**src/rtl/wcopy_pkg.sv**
```systemverilog
package wcopy_pkg;
  typedef enum logic [1:0] {
    ST_IDLE = 2'd0,
    ST_PAR  = 2'd1,
    ST_RD   = 2'd2,
    ST_WR   = 2'd3
  } wc_state_t;

  localparam int unsigned PAR_WORDS = 4;
endpackage

```
**src/rtl/wcopy_cmd_if.sv**
```systemverilog
module wcopy_cmd_if #(
  parameter int unsigned DATA_W = 16,
  localparam int unsigned CMD_W = 2 * DATA_W
) (
  input  logic              clk,
  input  logic              rst_n,
  input  logic              reg_wr,
  input  logic              reg_sel,
  input  logic [DATA_W-1:0] reg_wdata,
  input  logic              busy,
  output logic [CMD_W-1:0]  cmd_word,
  output logic              go
);
  logic [DATA_W-1:0] hi_q, hi_d;
  logic              hi_en;

  assign hi_en = reg_wr & ~reg_sel & ~busy;
  assign go    = reg_wr &  reg_sel & ~busy;

  always_comb begin
    hi_d = reg_wdata;
  end

  always_ff @(posedge clk or negedge rst_n) begin
    if (!rst_n)     hi_q <= '0;
    else if (hi_en) hi_q <= hi_d;
  end

  assign cmd_word = {hi_q, reg_wdata};

  // upper half is frozen while the engine runs
  assert_busy_write_ignored_R9: assert property (@(posedge clk) disable iff (!rst_n)
    (busy && reg_wr) |=> $stable(hi_q));
endmodule

```
**src/rtl/wcopy_addr_unit.sv**
```systemverilog
module wcopy_addr_unit #(
  parameter int unsigned ADDR_W = 24,
  parameter int unsigned CNT_W  = 8
) (
  input  logic              clk,
  input  logic              rst_n,
  input  logic              load,
  input  logic              step,
  input  logic [ADDR_W-1:0] src_init,
  input  logic [ADDR_W-1:0] dst_init,
  input  logic [CNT_W-1:0]  cnt_init,
  output logic [ADDR_W-1:0] src_addr,
  output logic [ADDR_W-1:0] dst_addr,
  output logic              last
);
  localparam logic [ADDR_W-1:0] WORD_BYTES = ADDR_W'(2);

  logic [ADDR_W-1:0] src_q, src_d, dst_q, dst_d;
  logic [CNT_W-1:0]  rem_q, rem_d;
  logic              en;

  assign en = load | step;

  always_comb begin
    if (load) begin
      src_d = src_init;
      dst_d = dst_init;
      rem_d = cnt_init;
    end else begin
      src_d = src_q + WORD_BYTES;
      dst_d = dst_q + WORD_BYTES;
      rem_d = rem_q - CNT_W'(1);
    end
  end

  always_ff @(posedge clk or negedge rst_n) begin
    if (!rst_n) begin
      src_q <= '0;
      dst_q <= '0;
      rem_q <= '0;
    end else if (en) begin
      src_q <= src_d;
      dst_q <= dst_d;
      rem_q <= rem_d;
    end
  end

  assign src_addr = src_q;
  assign dst_addr = dst_q;
  assign last     = (rem_q == '0);

  // after a non-final step both addresses moved by one word
  assert_addr_advance_R6: assert property (@(posedge clk) disable iff (!rst_n)
    (step && !load && !last) |=> (src_q - $past(src_q) == WORD_BYTES) && (dst_q - $past(dst_q) == WORD_BYTES));
endmodule

```
**src/rtl/wcopy_ctrl.sv**
```systemverilog
module wcopy_ctrl
  import wcopy_pkg::*;
#(
  parameter int unsigned ADDR_W = 24,
  parameter int unsigned DATA_W = 16,
  parameter int unsigned CMD_OP = 32'h64,
  parameter int unsigned SUB_OP = 32'h22,
  localparam int unsigned CMD_W = 2 * DATA_W,
  localparam int unsigned OPC_W = CMD_W - ADDR_W
) (
  input  logic              clk,
  input  logic              rst_n,
  input  logic              go,
  input  logic [CMD_W-1:0]  cmd_word,
  input  logic              mem_ack,
  input  logic [DATA_W-1:0] mem_rdata,
  input  logic              last,
  output wc_state_t         state,
  output logic [1:0]        par_idx,
  output logic [ADDR_W-1:0] ptr,
  output logic [DATA_W-1:0] data,
  output logic              load,
  output logic              step,
  output logic [ADDR_W-1:0] src_init,
  output logic [ADDR_W-1:0] dst_init,
  output logic [OPC_W-1:0]  cnt_init
);
  localparam int unsigned STORED = PAR_WORDS - 1;

  wc_state_t          state_q, state_d;
  logic [1:0]         idx_q, idx_d;
  logic [ADDR_W-1:0]  ptr_q;
  logic [DATA_W-1:0]  data_q;
  logic [DATA_W-1:0]  par_q [STORED];
  logic [CMD_W-1:0]   prm_a, prm_b;
  logic               cmd_ok, sub_ok, ptr_en, data_en, cap_en;

  assign cmd_ok = (cmd_word[CMD_W-1 -: OPC_W] == OPC_W'(CMD_OP));
  assign prm_a  = {par_q[0], par_q[1]};
  assign prm_b  = {par_q[2], mem_rdata};
  assign sub_ok = (prm_a[CMD_W-1 -: OPC_W] == OPC_W'(SUB_OP));

  assign src_init = prm_a[ADDR_W-1:0];
  assign dst_init = prm_b[ADDR_W-1:0];
  assign cnt_init = prm_b[CMD_W-1 -: OPC_W];

  assign ptr_en  = (state_q == ST_IDLE) & go & cmd_ok;
  assign data_en = (state_q == ST_RD) & mem_ack;
  assign cap_en  = (state_q == ST_PAR) & mem_ack;

  always_comb begin
    state_d = state_q;
    idx_d   = idx_q;
    load    = 1'b0;
    step    = 1'b0;
    case (state_q)
      ST_IDLE: begin
        if (go && cmd_ok) begin
          state_d = ST_PAR;
          idx_d   = 2'd0;
        end
      end
      ST_PAR: begin
        if (mem_ack) begin
          if (idx_q == 2'(PAR_WORDS - 1)) begin
            state_d = sub_ok ? ST_RD : ST_IDLE;
            load    = sub_ok;
          end else begin
            idx_d = idx_q + 2'd1;
          end
        end
      end
      ST_RD: begin
        if (mem_ack) state_d = ST_WR;
      end
      ST_WR: begin
        if (mem_ack) begin
          step    = 1'b1;
          state_d = last ? ST_IDLE : ST_RD;
        end
      end
      default: state_d = ST_IDLE;
    endcase
  end

  always_ff @(posedge clk or negedge rst_n) begin
    if (!rst_n) begin
      state_q <= ST_IDLE;
      idx_q   <= '0;
    end else begin
      state_q <= state_d;
      idx_q   <= idx_d;
    end
  end

  always_ff @(posedge clk or negedge rst_n) begin
    if (!rst_n)      ptr_q <= '0;
    else if (ptr_en) ptr_q <= cmd_word[ADDR_W-1:0];
  end

  always_ff @(posedge clk or negedge rst_n) begin
    if (!rst_n)       data_q <= '0;
    else if (data_en) data_q <= mem_rdata;
  end

  always_ff @(posedge clk or negedge rst_n) begin
    if (!rst_n) begin
      for (int k = 0; k < STORED; k++) par_q[k] <= '0;
    end else if (cap_en) begin
      for (int k = 0; k < STORED; k++)
        if (idx_q == 2'(k)) par_q[k] <= mem_rdata;
    end
  end

  assign state   = state_q;
  assign par_idx = idx_q;
  assign ptr     = ptr_q;
  assign data    = data_q;

  // a command with a foreign opcode leaves the engine idle
  assert_bad_opcode_dropped_R2: assert property (@(posedge clk) disable iff (!rst_n)
    (state_q == ST_IDLE && go && cmd_word[CMD_W-1 -: OPC_W] != OPC_W'(CMD_OP)) |=> (state_q == ST_IDLE));

  // final write acknowledge returns to idle on the next cycle
  assert_busy_release_R8: assert property (@(posedge clk) disable iff (!rst_n)
    (state_q == ST_WR && mem_ack && last) |=> (state_q == ST_IDLE));
endmodule

```
**src/rtl/word_copy_engine.sv**
```systemverilog
module word_copy_engine
  import wcopy_pkg::*;
#(
  parameter int unsigned ADDR_W = 24,
  parameter int unsigned DATA_W = 16,
  parameter int unsigned CMD_OP = 32'h64,
  parameter int unsigned SUB_OP = 32'h22
) (
  input  logic              clk,
  input  logic              rst_n,
  input  logic              reg_wr,
  input  logic              reg_sel,
  input  logic [DATA_W-1:0] reg_wdata,
  output logic              mem_req,
  output logic              mem_we,
  output logic [ADDR_W-1:0] mem_addr,
  output logic [DATA_W-1:0] mem_wdata,
  input  logic [DATA_W-1:0] mem_rdata,
  input  logic              mem_ack,
  output logic              busy
);
  localparam int unsigned CMD_W = 2 * DATA_W;
  localparam int unsigned OPC_W = CMD_W - ADDR_W;

  logic              rst_meta_n, rst_s_n;
  logic [CMD_W-1:0]  cmd_word;
  logic              go, load, step, last;
  wc_state_t         state;
  logic [1:0]        par_idx;
  logic [ADDR_W-1:0] ptr, src_init, dst_init, src_addr, dst_addr;
  logic [OPC_W-1:0]  cnt_init;
  logic [DATA_W-1:0] data;

  always_ff @(posedge clk or negedge rst_n) begin
    if (!rst_n) begin
      rst_meta_n <= 1'b0;
      rst_s_n    <= 1'b0;
    end else begin
      rst_meta_n <= 1'b1;
      rst_s_n    <= rst_meta_n;
    end
  end

  wcopy_cmd_if #(.DATA_W(DATA_W)) u_cmd (
    .clk(clk), .rst_n(rst_s_n), .reg_wr(reg_wr), .reg_sel(reg_sel),
    .reg_wdata(reg_wdata), .busy(busy), .cmd_word(cmd_word), .go(go)
  );

  wcopy_ctrl #(.ADDR_W(ADDR_W), .DATA_W(DATA_W), .CMD_OP(CMD_OP), .SUB_OP(SUB_OP)) u_ctrl (
    .clk(clk), .rst_n(rst_s_n), .go(go), .cmd_word(cmd_word),
    .mem_ack(mem_ack), .mem_rdata(mem_rdata), .last(last),
    .state(state), .par_idx(par_idx), .ptr(ptr), .data(data),
    .load(load), .step(step), .src_init(src_init), .dst_init(dst_init),
    .cnt_init(cnt_init)
  );

  wcopy_addr_unit #(.ADDR_W(ADDR_W), .CNT_W(OPC_W)) u_addr (
    .clk(clk), .rst_n(rst_s_n), .load(load), .step(step),
    .src_init(src_init), .dst_init(dst_init), .cnt_init(cnt_init),
    .src_addr(src_addr), .dst_addr(dst_addr), .last(last)
  );

  always_comb begin
    case (state)
      ST_PAR:  mem_addr = ptr + ADDR_W'({par_idx, 1'b0});
      ST_RD:   mem_addr = src_addr;
      ST_WR:   mem_addr = dst_addr;
      default: mem_addr = '0;
    endcase
  end

  assign mem_req   = (state != ST_IDLE);
  assign mem_we    = (state == ST_WR);
  assign mem_wdata = data;
  assign busy      = (state != ST_IDLE);

  // a pending access keeps its request and attributes
  assert_req_held_R7: assert property (@(posedge clk) disable iff (!rst_s_n)
    (mem_req && !mem_ack) |=> (mem_req && $stable(mem_addr) && $stable(mem_we) && $stable(mem_wdata)));

  // every acknowledged copy read is followed by a write
  assert_read_then_write_R6: assert property (@(posedge clk) disable iff (!rst_s_n)
    (state == ST_RD && mem_ack) |=> (mem_req && mem_we));

  // a start from idle raises busy on the next cycle
  assert_start_busy_R1: assert property (@(posedge clk) disable iff (!rst_s_n)
    (!busy && go && cmd_word[CMD_W-1 -: OPC_W] == OPC_W'(CMD_OP)) |=> busy);
endmodule

```
**config.mk**
```make
export PLATFORM = sky130hd
export DESIGN_NAME = word_copy_engine
export DESIGN_NICKNAME = d
export VERILOG_FILES = /design/src/rtl/wcopy_pkg.sv /design/src/rtl/wcopy_cmd_if.sv /design/src/rtl/wcopy_addr_unit.sv /design/src/rtl/wcopy_ctrl.sv /design/src/rtl/word_copy_engine.sv
export SDC_FILE = /design/constraint.sdc
export NUM_CORES = 1
export LEC_CHECK = 0
export ABC_AREA = 1
export BUFFER_PORTS_ARGS = -buffer_cell sky130_fd_sc_hd__buf_2
export CORE_ASPECT_RATIO = 0.9
export CORE_UTILIZATION = 54
export DETAILED_ROUTE_END_ITERATION = 7
export PLACE_DENSITY = 0.86
export SYNTH_ARGS = -nofsm -noshare
export SYNTH_HDL_FRONTEND = slang
export SYNTH_SLANG_ARGS = --single-unit
export TNS_END_PERCENT = 1
```
**constraint.sdc**
```tcl
create_clock -name clk -period 4.7 [get_ports clk]
set_input_delay 0.235 -clock clk [delete_from_list [all_inputs] [get_ports clk]]
set_output_delay 0.235 -clock clk [all_outputs]
set_load 0.005 [all_outputs]
```
==> results of run 1 <==
final cells by class:
cell class                 instances  area (um^2)  area share
clock buffer                      20        456.7     0.04452
clock inverter                    12        142.6     0.01390
inverter                         161        604.3     0.05891
multi-input combinational        905         4175      0.4070
sequential                       166         4158      0.4053
tap                              207        259.0     0.02525
timing repair buffer              86        462.9     0.04513
tightest hold or removal path, stage by stage:
cell	delay (ps)
buf_2	90
nand2_1	50
nand2_1	50
state kept, by name, summed over array words and instances, names as in the netlist:
signal and count:
rst_meta_n 1, rst_s_n 1, u_addr.dst_addr 24, u_addr.rem_q 8
u_addr.src_addr 24, u_cmd.hi_q 16, u_ctrl.cnt_init 8, u_ctrl.data 16
u_ctrl.dst_init 8, u_ctrl.par_idx 2, u_ctrl.par_q 8, u_ctrl.ptr 24
u_ctrl.src_init 24, u_ctrl.state 2
cells in the final DEF (no fill, tap or decap), types with 2 or more instances in the layout:
cell type and n:
o22ai_1 13, o21bai_1 6, clkbuf_16 17, bufinv_16 2, o221ai_1 2, and2_1 2
a21oi_1 30, ha_1 10, buf_4 5, or2_2 3, nand4_1 10, o21ai_2 15
inv_2 3, xnor2_1 7, nand2_1 419, dfrtp_1 165, inv_1 158, nand3_2 2
xor2_1 5, inv_6 3, o211ai_1 13, nor3_1 3, nor2_1 114, o21ai_0 89
clkinv_4 5, nand2_2 3, clkbuf_8 2, buf_2 79, nand3_1 151
cell usage after synthesis, drive strengths merged, types with 3 or more instances:
library cell | number | area [um^2]
nor2 | 115 | 439.2
o22ai | 13 | 81.33
ha | 10 | 125.1
xnor2 | 7 | 61.31
clkbuf | 24 | 90.09
a21oi | 31 | 158.9
buf | 28 | 177.7
nand2 | 422 | 1592
xor2 | 5 | 43.79
nand3 | 153 | 765.7
nor3 | 3 | 15.01
o211ai | 13 | 97.59
nand4 | 10 | 62.56
or2 | 3 | 18.77
inv | 161 | 604.3
o21bai | 6 | 45.04
o21ai | 105 | 581.8
dfrtp | 166 | 4154
metrics by stage:
stage / instance area (um^2) / cells
final: 10260 / 1557
after CTS: 10260 / 1557
after global placement: 9649 / 1524
after detailed placement: 9649 / 1524
after global routing: 10260 / 1557
after floorplan: 9193 / 1284
worst paths after layout:
path,start,endpoint
worst max-delay path,u_ctrl.par_idx[0],mem_addr[15]
worst min-delay path,mem_rdata[8],u_addr.dst_addr[8]
worst max register to register,u_ctrl.state[0],u_addr.dst_addr[8]
worst min register to register,rst_meta_n,rst_s_n
max in group asynchronous,rst_s_n,u_ctrl.src_init[21]
min in group asynchronous,rst_n,rst_s_n
per-layer routing:
| layer | share of wire | track usage | vias to the layer above |
|---|---|---|---|
| li1 | - | - | 4183 |
| met1 | 0.44 | 0.4275 | 4144 |
| met2 | 0.47 | 0.4786 | 327 |
| met3 | 0.069 | 0.05133 | 37 |
| met4 | 0.021 | 0.09020 | 0 |
| met5 | 0 | 0 | - |
report_power, final:
group / switching, mW / total [mW] / internal (mW) / leakage [nW]
clock: 0.594 / 1.41 / 0.819 / 0.292
combinational: 1.15 / 1.84 / 0.683 / 3.09
sequential: 0.336 / 2.20 / 1.86 / 2.04
kinds of logic after synthesis:
family,count (synthesis),synth area share
flops,166,0.4519
compound gates,172,0.1085
buf+inv,213,0.09488
fa+ha+maj,11,0.01579
xor+xnor,12,0.01143
simple gates,709,0.3170
other cells,1,0.0004080
==> results.py, run 1 <==
metrics = {
    "drt": {
        "antenna_left": 0,
        "firstDrtPassIters": 5,
        "drc_errors": 0,
        "vias": 8691,
        "via_per_inst": 5.582,
        "drt_wl_total_mm": 25.33,
        "wl_per_cell_um": 16.27,
        "drt-initial-drc-count": 840,
    },
    "synth": {
        "synth_cell_type_count": 34,
        "async_flop_share": 1.000,
        "synthCells": 1284,
        "syn_area_um2": 9191,
        "synthesis.nets": 1332,
        "ys_seq_area_frac": 0.4519,
        "yosysWarnings": 0,
        "synth_edf_count": 0,
        "synth_area_per_cell_um2": 7.158,
        "ys_ff_latch": 166,
        "synth_ff_type": "dfrtp_1",
    },
    "die": {
        "core_area_um2": 16410,
        "die_area_um2": 17550,
        "io_pins": 80,
        "start_util": 0.5603,
        "dieHeight_um": 125.8,
        "rows": 44,
        "die_width_um": 139.5,
    },
    "outcome": {
        "status": "complete, no violations",
    },
    "global_route": {
        "grt_pass1_wl_mm": 41.22,
        "grt_usage": 0.3023,
        "grt_max_degree": 165,
        "grt_pass1_vias": 8046,
        "antenna_found_initial": 0,
        "gr-total-overflow": 0,
    },
    "timing": {
        "rsz0062_at_grt": "no",
        "relSlewSlack": 0.2704,
        "period_share": 0.5902,
        "fin_setup_tns_ps": 0,
        "clock-skew-final_ps": 11.96,
        "setup_slack_ps": 1926,
        "fmax_mhz": 360.5,
        "finalMaxSlewViolations": 0,
        "setup_violations": 0,
        "layout_min_cycle_time_ps": 2774,
        "hold-worst-slack_ps": 32.37,
        "hold_violations": 0,
        "tightest_slew_ps": 1092,
    },
    "critical_path": {
        "cpMostUsedCell": "nand3_1",
        "startpoint_type": "register",
        "path_cells": "ha_1, fa_1, nand3_1, nor2_1, nand2_1, nor2_1, nand2_1, nand3_1, nand3_1, buf_2",
        "critPathSlowestCell": "dfrtp_1",
        "path_delay_family": "simple AND/OR/NAND/NOR gates",
        "r2r.worst_path.cells": 8,
        "cp_num_buf_inv": 1,
        "reg2reg_slack_ps": 2060,
        "cpPeakStageDelay_ps": 440,
        "cp_max_fo": 6,
        "critPathArrivalTime_ps": 2540,
        "cp-end-kind": "primary output",
        "worst-path-stages": 10,
        "worstSetupPathType": "reg2out",
        "worstPathRequired_ps": 4470,
    },
    "hold_path": {
        "worstHoldPathCells": 3,
        "hold_path.class": "in2reg",
    },
    "clocking": {
        "cts_hold_buf": 1,
        "clk_path_buf_depth": 2,
        "insertion_delay_ps": 430,
        "cts_tree": "built",
        "clk_pin_slew_ps": 60,
        "htreeDepth": 4,
        "post_cts_buffers": 0,
        "cts_resized": 0,
        "cts.sinks": 166,
        "clock-root-buffer": "clkbuf_16",
        "numCtsBuffers": 17,
    },
    "power": {
        "p_leak_nw": 5.417,
        "vdd_ir_drop_max_mv": 0.3972,
        "power_mw": 5.448,
        "pwr_density_cell_nw_per_um2": 531.1,
    },
    "cells_and_area": {
        "layout-drive-gt1-share": 0.1081,
        "area_growth_pct": 11.61,
        "fin_nets": 1385,
        "utilization": 0.6253,
        "n_fill_cell": 1462,
        "n_antenna_cell": 0,
    },
    "place": {
        "numPortBuffers": 79,
        "dp_hpwl_mm": 18.28,
        "pre_cts_slack_ps": 2183,
        "gp_congestion": 0.9225,
    },
    "run": {
        "maxCapViolCount": 0,
    },
}
Note: power is estimated with default switching activity, not from simulation.
==> run 2, diff against run 1 <==
ABC_AREA = 0   (was 1)
CORE_UTILIZATION = 55   (was 54)
PLACE_DENSITY = 0.85   (was 0.86)
clock period = 2.84 ns   (was 4.7 ns; I/O delays follow)
==> run 2 against run 1 <==
  * First-iteration DRC count down 16%
  * Critical path depth shrank 1
  * Via count down 23%
  * Sequential power rose by 27%
  * Wire length is 17% lower
  * Utilization is 3.3 points higher
  * Sequential share of layout area up 2.4 points
  * Synthesized area shrank 10%
  * Non-clock buffer count is 29 higher
  * Largest cell class is now flip-flops and latches
  * Worst setup slack lost 1700 ps
  * Combinational power decreased by 68%
==> results.py, run 2 <==
metrics = {
    "outcome": {
        "status": "complete, no violations",
    },
    "clocking": {
        "numCtsBuffers": 17,
        "clk_pin_slew_ps": 60,
        "htreeDepth": 4,
        "insertion_delay_ps": 430,
        "clock-root-buffer": "clkbuf_16",
        "clk_path_buf_depth": 2,
        "cts_tree": "built",
        "cts.sinks": 166,
        "post_cts_buffers": 0,
    },
    "critical_path": {
        "critPathSlowestCell": "dfrtp_2",
        "timing.rr.end": "u_addr.dst_addr[3]",
        "r2r.worst_path.cells": 5,
        "cpPeakStageDelay_ps": 450,
        "cp_num_buf_inv": 2,
        "reg2reg_slack_ps": 600,
        "crit_end": "mem_addr[19]",
        "r2r_start": "u_ctrl.par_q[40]",
        "critPathLaunch": "u_ctrl.par_idx[0]",
        "worst-path-stages": 9,
        "path_delay_family": "adder cells",
        "cp-end-kind": "primary output",
        "worstSetupPathType": "reg2out",
        "path_cells": "ha_1, fa_2, nand2_1, nor3_4, buf_4, nand3_1, xor2_1, o22ai_1, buf_2",
        "worstPathRequired_ps": 2700,
        "startpoint_type": "register",
        "critPathArrivalTime_ps": 2510,
        "cp_max_fo": 6,
    },
    "synth": {
        "synthCells": 764,
        "yosysTopAreaCell": "dfrtp_1",
        "synth_common_cells": "dfrtp_1, nand2_1, mux2_2",
        "synth_top_family_by_area": "multiplexers",
        "synth_ff_type": "dfrtp_1",
        "yosysTopAreaCellShare": 0.5019,
        "synth.area.top_cells": "dfrtp_1, mux2_2, nand2_1",
        "syn_area_um2": 8277,
        "ys_seq_area_frac": 0.5019,
        "synth_area_per_cell_um2": 10.83,
        "yosysWarnings": 0,
        "synth_xor_area_frac": 0.03386,
        "ys_ff_latch": 166,
        "synthesis.nets": 812,
        "synth_cell_type_count": 58,
        "synth_mux_area_frac": 0.1589,
        "yosysMostFrequentCell": "dfrtp_1",
        "synth_compound_area_frac": 0.1090,
        "yosys.area_share.simple": 0.1515,
        "async_flop_share": 1.000,
        "synth_adder_area_share": 0.01754,
        "synth_edf_count": 0,
    },
    "cells_and_area": {
        "multiInputGateArea_um2": 3915,
        "area_growth_pct": 17.10,
        "n_antenna_cell": 0,
        "regArea_um2": 4159,
        "fin_nets": 903,
        "n_fill_cell": 1122,
        "final_common_cell": "dfrtp_1",
        "instances_no_fill": 1064,
        "layout-drive-gt1-share": 0.2529,
        "most-common-layout-cells": "dfrtp_1, nand2_1, mux2_2",
    },
    "drt": {
        "antenna_left": 0,
        "firstDrtPassIters": 5,
        "drc_errors": 0,
        "vias": 6726,
        "drt_wl_total_mm": 21.12,
        "via_per_inst": 6.321,
        "drt-initial-drc-count": 708,
        "wl_per_cell_um": 19.85,
    },
    "timing": {
        "fin_setup_tns_ps": 0,
        "fmax_mhz": 377.1,
        "clock-skew-final_ps": 7.785,
        "period_share": 0.9336,
        "finalMaxSlewViolations": 0,
        "hold-worst-slack_ps": 21.18,
        "tightest_slew_ps": 844.3,
        "hold_violations": 0,
        "layout_min_cycle_time_ps": 2652,
        "setup_violations": 0,
        "rsz0062_at_grt": "no",
        "relSlewSlack": 0.4358,
    },
    "global_route": {
        "grt_busiest_layer": "met2",
        "grt_usage": 0.2845,
        "gr-total-overflow": 0,
        "met1_usage": 0.3727,
        "grt_use_met2": 0.4608,
        "antenna_found_initial": 0,
        "grt_max_degree": 90,
        "grt_pass1_wl_mm": 34.04,
        "grt.met3_usage": 0.07164,
        "grt_pass1_vias": 6391,
    },
    "hold_path": {
        "hold_path.class": "in2async",
    },
    "power": {
        "power_mw": 5.631,
        "p_leak_nw": 4.596,
        "vdd_ir_drop_max_mv": 0.4450,
        "pwr_density_cell_nw_per_um2": 581.0,
    },
    "die": {
        "die_width_um": 131.3,
        "io_pins": 80,
        "dieHeight_um": 118.4,
        "start_util": 0.5625,
        "rows": 42,
        "core_area_um2": 14710,
        "die_area_um2": 15540,
    },
    "place": {
        "gp_congestion": 0.8865,
        "numPortBuffers": 79,
        "dp.cells": 1015,
        "dp_hpwl_mm": 14.06,
    },
    "run": {
        "maxCapViolCount": 0,
    },
}
==> run 2: layer usage <==
layer | vias to the layer above | share of wire | wire [um]
li1 | 2981 | - | -
met1 | 3364 | 0.40 | 8482
met2 | 332 | 0.49 | 10260
met3 | 49 | 0.090 | 1903
met4 | 0 | 0.022 | 473
met5 | - | 0 | 0
==> run 2: how the worst min path moves through the flow <==
stage,to,slack [ps],cells past startpoint
after detailed placement,rst_meta_n,-70,1
after CTS,u_addr.dst_addr[13],10,3
after global routing,rst_s_n,20,2
after floorplan,rst_meta_n,-150,0
final,rst_s_n,20,2
after global placement,rst_meta_n,-70,1
==> run 2: repair_timing <==
item	in CTS	in global routing
hold buffers	19	0
setup endpoints to repair	4	4
endpoints found under the hold margin	35	0
pin swaps	0	1
resized for setup	2	2
==> run 2: cells by family after synthesis <==
kind of cell,Yosys count
XOR/XNOR,32
flip-flops,166
multiplexers,118
buffers and inverters,53
other,1
AND/OR/NAND/NOR,250
adder cells (fa/ha/maj),11
AO/OA/AOI/OAI,133
==> run 2: cell type report <==
class | instances | area share
flip-flops and latches | 166 | 0.4291
multi-input cells | 545 | 0.4039
repair buffers | 115 | 0.07875
clock buffers | 23 | 0.05138
well taps | 198 | 0.02556
clock inverters | 7 | 0.007359
inverters | 10 | 0.003873
==> run 2: stage by stage <==
step / cell area, um^2 / util / setup slack [ps]
2_1_floorplan: 8278 / - / 94.20
3_3_place_gp: 8917 / 0.6060 / 577.8
3_5_place_dp: 8917 / 0.6060 / 448.3
4_1_cts: 9688 / 0.6584 / 30.48
5_1_grt: 9692 / 0.6587 / 50.81
6_report: 9692 / 0.6587 / 188.5
==> run 2: power by group <==
group / switching (mW) / internal, mW / leakage, nW / total (mW)
Sequential: 0.176 / 2.63 / 2.24 / 2.80
Combinational: 0.272 / 0.321 / 2.08 / 0.593
Clock: 0.923 / 1.31 / 0.273 / 2.23
==> run 3, diff against run 2 <==
CTS_BUF_LIST = sky130_fd_sc_hd__clkbuf_4 sky130_fd_sc_hd__clkbuf_8   (was not set)
SKIP_LAST_GASP = 1   (was not set)
==> run 3 against run 2 <==
  * Wire length is 0.30% higher
  * Sequential power about the same
  * Via count shrank 0.21%
  * Fmax rose by 0.19%
  * First-iteration DRC count fell by 14%
  * Die area is the same
  * Clock power shrank 26%
  * Clock skew is 4.5 ps higher
  * Global-route usage about the same
  * Critical path depth stayed put
  * Utilization down 0.60 points
  * Count of clock-buffer cells in the layout stayed put
  * Critical path type unchanged
  * Largest power group unchanged
==> results.py, run 3 (same netlist as run 2, synthesis figures left out) <==
metrics = {
    "timing": {
        "fin_setup_tns_ps": 0,
        "relSlewSlack": 0.4322,
        "finalMaxSlewViolations": 0,
        "tightest_slew_ps": 849.6,
        "layout_min_cycle_time_ps": 2646,
        "fmax_mhz": 377.9,
        "period_share": 0.9319,
        "hold-worst-slack_ps": 9.868,
        "setup_violations": 0,
        "hold_violations": 0,
        "rsz0062_at_grt": "no",
        "clock-skew-final_ps": 12.30,
    },
    "cells_and_area": {
        "area_growth_pct": 16.04,
        "instances_no_fill": 1074,
        "n_fill_cell": 1141,
        "fin_nets": 913,
        "n_antenna_cell": 0,
        "most-common-layout-cells": "dfrtp_1, nand2_1, mux2_2",
        "layout-drive-gt1-share": 0.2511,
        "utilization": 0.6527,
        "final_common_cell": "dfrtp_1",
    },
    "drt": {
        "drt_wl_total_mm": 21.19,
        "drt-initial-drc-count": 607,
        "antenna_left": 0,
        "vias": 6712,
        "firstDrtPassIters": 8,
        "drc_errors": 0,
        "via_per_inst": 6.250,
        "wl_per_cell_um": 19.73,
    },
    "die": {
        "rows": 42,
        "start_util": 0.5625,
        "dieHeight_um": 118.4,
        "die_area_um2": 15540,
        "io_pins": 80,
        "core_area_um2": 14710,
        "die_width_um": 131.3,
    },
    "place": {
        "numPortBuffers": 79,
        "dp.cells": 1015,
        "gp_congestion": 0.8865,
        "dp_hpwl_mm": 14.06,
    },
    "critical_path": {
        "r2r.worst_path.cells": 6,
        "worstPathRequired_ps": 2700,
        "worstSetupPathType": "reg2out",
        "critPathArrivalTime_ps": 2500,
        "cp-end-kind": "primary output",
        "reg2reg_slack_ps": 630,
        "cp_max_fo": 6,
        "startpoint_type": "register",
    },
    "clocking": {
        "cts_tree": "built",
        "numCtsBuffers": 17,
        "clk_pin_slew_ps": 90,
        "post_cts_buffers": 0,
        "cts.sinks": 166,
        "htreeDepth": 4,
        "clock-root-buffer": "clkbuf_8",
        "insertion_delay_ps": 460,
        "clk_path_buf_depth": 2,
    },
    "outcome": {
        "status": "complete, no violations",
    },
    "power": {
        "power_mw": 5.063,
        "pwr_density_cell_nw_per_um2": 527.1,
        "vdd_ir_drop_max_mv": 0.3799,
        "p_leak_nw": 4.553,
    },
    "global_route": {
        "grt_pass1_wl_mm": 33.92,
        "grt_usage": 0.2844,
        "gr-total-overflow": 0,
        "grt_max_degree": 90,
        "grt_pass1_vias": 6464,
        "antenna_found_initial": 0,
    },
    "hold_path": {
        "hold_path.class": "in2reg",
        "worstHoldPathCells": 2,
    },
    "run": {
        "maxCapViolCount": 0,
    },
}
==> run 3: changes by cell type in the layout (fill, tap and decap cells not counted) <==
cell	before	now
clkbuf_1	1	0
clkbuf_4	0	1
clkbuf_8	5	22
dlygate4sd3_1	19	29
clkbuf_16	17	0
==> run 3: where the power goes <==
group          switching, mW  leakage (nW)  internal (mW)
Clock                  0.853         0.189          0.808
Sequential             0.175          2.24           2.62
Combinational          0.272          2.12          0.330
Total                   1.30          4.55           3.76
==> run 3: through the flow <==
stage	area, um^2	setup slack, ps
final	9604	193.5
after global routing	9604	45.36
after CTS	9594	28.72
after detailed placement	8917	448.3
after global placement	8917	577.8
after floorplan	8278	94.20
==> run 3: area by class of cell <==
cell class | count | area, um^2 | area share
Clock buffer | 23 | 310.3 | 0.03231
Clock inverter | 7 | 71.32 | 0.007426
Inverter | 10 | 37.54 | 0.003908
Multi-Input combinational cell | 545 | 3915 | 0.4076
Sequential cell | 166 | 4159 | 0.4330
Tap cell | 198 | 247.7 | 0.02579
Timing Repair Buffer | 125 | 863.3 | 0.08989
==> run 3: worst paths after layout <==
kind                                    from                  end
max in group asynchronous            rst_s_n     u_ctrl.par_q[45]
setup / recovery           u_ctrl.par_idx[0]         mem_addr[19]
hold / removal                  mem_rdata[6]   u_ctrl.src_init[6]
hold reg to reg                      rst_s_n       u_ctrl.ptr[18]
min in group asynchronous            rst_s_n       u_ctrl.ptr[18]
setup reg to reg            u_ctrl.par_q[44]  u_addr.src_addr[19]
==> run 3: per-layer routing <==
layer,share of wire,track usage
met2,0.48,0.4548
met5,0,0
met3,0.071,0.06864
met1,0.42,0.3730
met4,0.031,0.1177
==> run 3: timing repair <==
action | in CTS | in global routing
hold buffers | 29 | 0
hold endpoints to repair | 59 | 0
pin swaps | 0 | 1
endpoints found under the setup margin | 4 | 4
gates resized for setup | 1 | 3
==> run 3: critical path, stage by stage (launching register included) <==
cell and delay, ps:
dfrtp_2 420, ha_1 200, fa_2 270, nand2_1 130, nor3_4 220, buf_4 190
nand3_1 90, xor2_1 170, o22ai_1 180, buf_2 160
